**src/rtl/scr_pkg.sv**
```systemverilog
package scr_pkg;
    localparam int SMP_W   = 16;
    localparam int PH_W    = 32;
    localparam int LUT_AW  = 8;
    localparam int CAR_FRAC = 15;
    localparam int N_CH    = 2;
    localparam int PROD_W  = 2 * SMP_W;

    typedef logic signed [SMP_W-1:0] smp_t;
    typedef logic [PH_W-1:0]         phase_t;
endpackage

```
**src/rtl/scr_cos_rom.sv**
```systemverilog
module scr_cos_rom
    import scr_pkg::*;
#(
    parameter int AW   = LUT_AW,
    parameter int DW   = SMP_W,
    parameter int FRAC = CAR_FRAC
) (
    input  logic [AW-1:0]        idx,
    output logic signed [DW-1:0] car
);
    localparam int DEPTH = 1 << AW;
    localparam real TWO_PI = 6.283185307179586;
    localparam real PEAK   = (2.0 ** FRAC) - 1.0;

    logic signed [DW-1:0] tbl [DEPTH];

    for (genvar k = 0; k < DEPTH; k++) begin : g_ent
        localparam real ANG = TWO_PI * k / DEPTH;
        localparam int  VAL = int'($cos(ANG) * PEAK);
        assign tbl[k] = VAL[DW-1:0];
    end

    assign car = tbl[idx];
endmodule

```
**src/rtl/scr_nco.sv**
```systemverilog
module scr_nco
    import scr_pkg::*;
#(
    parameter int PW = PH_W,
    parameter int AW = LUT_AW
) (
    input  logic          clk,
    input  logic          rst,
    input  logic          step,
    input  logic [PW-1:0] inc,
    output logic [PW-1:0] phase,
    output logic [AW-1:0] idx
);
    always_ff @(posedge clk) begin
        if (rst)       phase <= '0;
        else if (step) phase <= phase + inc;
    end

    assign idx = phase[PW-1 -: AW];
endmodule

```
**src/rtl/scr_modsat.sv**
```systemverilog
module scr_modsat
    import scr_pkg::*;
#(
    parameter int DW   = SMP_W,
    parameter int FRAC = CAR_FRAC
) (
    input  logic                 clk,
    input  logic                 rst,
    input  logic                 en,
    input  logic signed [DW-1:0] x,
    input  logic signed [DW-1:0] c,
    output logic signed [DW-1:0] y
);
    localparam int PW = 2 * DW;
    localparam logic signed [PW-1:0] HI = PW'((1 <<< (DW-1)) - 1);
    localparam logic signed [PW-1:0] LO = -PW'(1 <<< (DW-1));

    logic signed [PW-1:0] prod;
    logic signed [PW-1:0] scaled;
    logic signed [DW-1:0] clip;

    always_comb begin
        prod   = PW'(x) * PW'(c);
        scaled = prod >>> FRAC;
        if (scaled > HI)      clip = HI[DW-1:0];
        else if (scaled < LO) clip = LO[DW-1:0];
        else                  clip = scaled[DW-1:0];
    end

    always_ff @(posedge clk) begin
        if (rst)     y <= '0;
        else if (en) y <= clip;
    end
endmodule

```
**src/rtl/voice_scrambler.sv**
```systemverilog
module voice_scrambler
    import scr_pkg::*;
#(
    parameter int DW  = SMP_W,
    parameter int PW  = PH_W,
    parameter int AW  = LUT_AW
) (
    input  logic                 clk,
    input  logic                 rst,
    input  logic                 smp_en,
    input  logic [PW-1:0]        phase_inc,
    input  logic signed [DW-1:0] in_l,
    input  logic signed [DW-1:0] in_r,
    output logic signed [DW-1:0] out_l,
    output logic signed [DW-1:0] out_r
);
    localparam int NC = N_CH;

    logic [PW-1:0]        phase_w;
    logic [AW-1:0]        idx_w;
    logic signed [DW-1:0] car_w;
    logic signed [DW-1:0] xin  [NC];
    logic signed [DW-1:0] yout [NC];

    scr_nco #(.PW(PW), .AW(AW)) u_nco (
        .clk(clk), .rst(rst), .step(smp_en), .inc(phase_inc),
        .phase(phase_w), .idx(idx_w)
    );

    scr_cos_rom #(.AW(AW), .DW(DW), .FRAC(CAR_FRAC)) u_rom (
        .idx(idx_w), .car(car_w)
    );

    assign xin[0] = in_l;
    assign xin[1] = in_r;

    for (genvar ch = 0; ch < NC; ch++) begin : g_ch
        scr_modsat #(.DW(DW), .FRAC(CAR_FRAC)) u_mod (
            .clk(clk), .rst(rst), .en(smp_en),
            .x(xin[ch]), .c(car_w), .y(yout[ch])
        );
    end

    assign out_l = yout[0];
    assign out_r = yout[1];
endmodule

```
**config.mk**
```make
export PLATFORM = sky130hd
export DESIGN_NAME = voice_scrambler
export DESIGN_NICKNAME = d
export VERILOG_FILES = /design/src/rtl/scr_pkg.sv /design/src/rtl/scr_cos_rom.sv /design/src/rtl/scr_nco.sv /design/src/rtl/scr_modsat.sv /design/src/rtl/voice_scrambler.sv
export SDC_FILE = /design/constraint.sdc
export NUM_CORES = 2
export LEC_CHECK = 0
export ABC_AREA = 0
export BUFFER_PORTS_ARGS = -buffer_cell sky130_fd_sc_hd__buf_2
export CAP_MARGIN = 20
export CORE_MARGIN = 8
export CORE_UTILIZATION = 40
export CTS_BUF_LIST = sky130_fd_sc_hd__clkbuf_4 sky130_fd_sc_hd__clkbuf_8
export CTS_CLUSTER_DIAMETER = 150
export DETAILED_ROUTE_END_ITERATION = 16
export PLACE_DENSITY = 0.66
export SLEW_MARGIN = 10
export SYNTH_ARGS = -nofsm -noshare
export SYNTH_HDL_FRONTEND = slang
export SYNTH_HIERARCHICAL = 1
export SYNTH_SLANG_ARGS = --single-unit
```
**constraint.sdc**
```tcl
create_clock -name clk -period 9.4 [get_ports clk]
set_input_delay 1.41 -clock clk [delete_from_list [all_inputs] [get_ports clk]]
set_output_delay 1.41 -clock clk [all_outputs]
set_load 0.01 [all_outputs]
```
==> results by group <==
Floorplanning
  – Die H: roughly 280 um
  – Die ar.: 78300 um^2
  – Row count: 96
  – Core area: 68800 um^2
  – Die W: 280 um
  – Num ports: between 90 and 100
  – Initial core utilization: between 40 and 50%

CTS
  – Worst skew pair latency: between 0.4 and 0.5 ns
  – H-tree Lvls: 3
  – Clock root cell: clkbuf_8
  – TritonCTS clock tree: done
  – Clock Tree Buf Depth: 2
  – Num Clock Sinks: 64
  – CTS Buf Count: 9
  – Clock slew at reported path FFs: roughly 0.09 ns

Setup path
  – CP required: approximately 10 ns
  – Critical-path top delay cell: fa_2
  – CP endpoint kind: register
  – CP arrival: just over 9 ns
  – Critical Path Max Stage Delay: about 0.7 ns
  – Crit path kind: register to register
  – Critical-path maximum fanout: 20
  – Most frequent CP cell: fa_1
  – Startpoint types: register

Worst hold path
  – Hold WC Path Type: register to register

Drt
  – Top Metal Used: met5
  – Initial DRC count: 1892
  – ANT nets after route: 0
  – Final WL: ~87000 um
  – Residual DRC: 0
  – Met2 routed WL: 40600 um
  – Met3 wire len: 6640 um
  – Vias: approximately 24000
  – Vias per cell: 5.59
  – 1st-pass router iterations: 8
  – Wire length on met1: approximately 37000 um
  – Routed len/inst: just over 20 um

STA
  – Max frequency: about 110 MHz
  – Final Hold Fails: 0
  – Period minus WS final: roughly 9 ns
  – RSZ-0062 raised after global routing: false
  – Period Utilization, post-route: a little over nine tenths
  – Worst slew margin: approximately two fifths
  – Setup Skew: between 0.02 and 0.03 ns
  – Max-slew violations: 0
  – Fin Setup TNS: 0 ns
  – Worst slew pin tran: around 0.87 ns
  – Final setup violation count: 0

GRT
  – Largest net degree at the start of global routing: 81
  – Initial antenna violation count: 5
  – Global-route wire length before repair: about 140000 um
  – Number of global-route vias before repair: about 25000
  – Total gr overflow: 0
  – Total GRT Usage: 22.8%

Run
  – Total of max-cap violations: 0

Finish
  – Fillers: a little under 7000
  – Nets: about 4100
  – Area Growth Syn to Fin: 7.86%
  – Layout cells sized above 1: approximately a tenth

Synth
  – Cell area after synthesis: roughly 28000 um^2
  – Synth warn: 6
  – Syn avg cell area: about 8.5 um^2
  – Cells after Synth: 3294
  – Syn Nets: around 4100

Outcome
  – Status: complete, no violations

Placed design
  – Hpwl dp: approximately 69000 um
  – GP Congestion: 1.01
  – # port buffers: around 100
-- final timing paths --
check             slack, ns                               to                    startpoint  cells after the start
setup / recovery       0.45  g_ch[1].u_mod/y[7]$_SDFFE_PP0P_  u_nco/phase[25]$_SDFFE_PP0P_                     30
hold / removal         0.48     u_nco/phase[21]$_SDFFE_PP0P_  u_nco/phase[21]$_SDFFE_PP0P_                      2
setup reg to reg       0.45  g_ch[1].u_mod/y[7]$_SDFFE_PP0P_  u_nco/phase[25]$_SDFFE_PP0P_                     30
hold reg to reg        0.48     u_nco/phase[21]$_SDFFE_PP0P_  u_nco/phase[21]$_SDFFE_PP0P_                      2
-- through the flow --
step	instances	setup slack, ns	hold slack (ns)	area (um^2)	util (%)
after floorplan	3294	0.419	0.450	27900	-
after global placement	4264	0.202	0.464	29800	43.2
after detailed placement	4265	0.258	0.473	29800	43.3
after CTS	4281	0.188	0.484	30000	43.5
after global routing	4285	0.0196	0.507	30000	43.7
final	4286	0.450	0.483	30000	43.7
-- cells in the final DEF (no fill, tap or decap), drive strengths merged, types with 7 or more instances in the layout --
master and instances:
o211ai 21, or3 7, o22ai 9, or2 12, ha 202, nor2b 26
o21a 8, nor2 178, a311oi 17, buf 221, a211o 18, xnor2 56
inv 595, o21ai 119, maj3 22, and3 19, nand2 343, nand4 19
a221o 9, nor3 46, clkbuf 9, dfxtp 64, o311ai 17, nand3 44
mux2i 28, o31ai 11, and2 253, a211oi 54, a21oi 129, fa 523
a21o 47, nand2b 41, o21bai 12, a31oi 39, xor2 21
-- state kept, by name, indices dropped and copies added, names as in the netlist --
signal / cells
g_ch.u_mod/y: 32
u_nco/phase: 32
-- worst max-delay path: cells and delay by family, from the launching register on --
kind	cells	cell delay, ns
buf+inv	6	1.24
mux	1	0.08
fa+ha+maj	9	4.38
compound gates	7	1.52
simple gates	7	1.17
flops	1	0.43
-- layout make-up --
| type | count | area [um^2] | share of cell area (%) |
|---|---|---|---|
| Sequential cell | 64 | 1290 | 4.29 |
| Clock inverter | 7 | 70.1 | 0.233 |
| Inverter | 595 | 2230 | 7.43 |
| Antenna cell | 2 | 5.00 | 0.0167 |
| Tap cell | 931 | 1160 | 3.88 |
| Multi-Input combinational cell | 2457 | 23600 | 78.6 |
| Timing Repair Buffer | 221 | 1550 | 5.16 |
| Clock buffer | 9 | 124 | 0.412 |
-- routing by layer --
metal  vias to the layer above  GRT usage, %
li1                      10700             -
met1                     12100          30.3
met2                      1010          37.1
met3                       189          3.61
met4                         4          8.38
met5                         -             0
-- repair_timing --
action,CTS,global route
endpoints found under the setup margin,0,30
resized for setup,0,8
hold buffers,0,0
buffers inserted,0,3
Power is left out: the tool's default activity adds up to more than one toggle a clock period on the data nets, which glitch-free logic cannot reach.
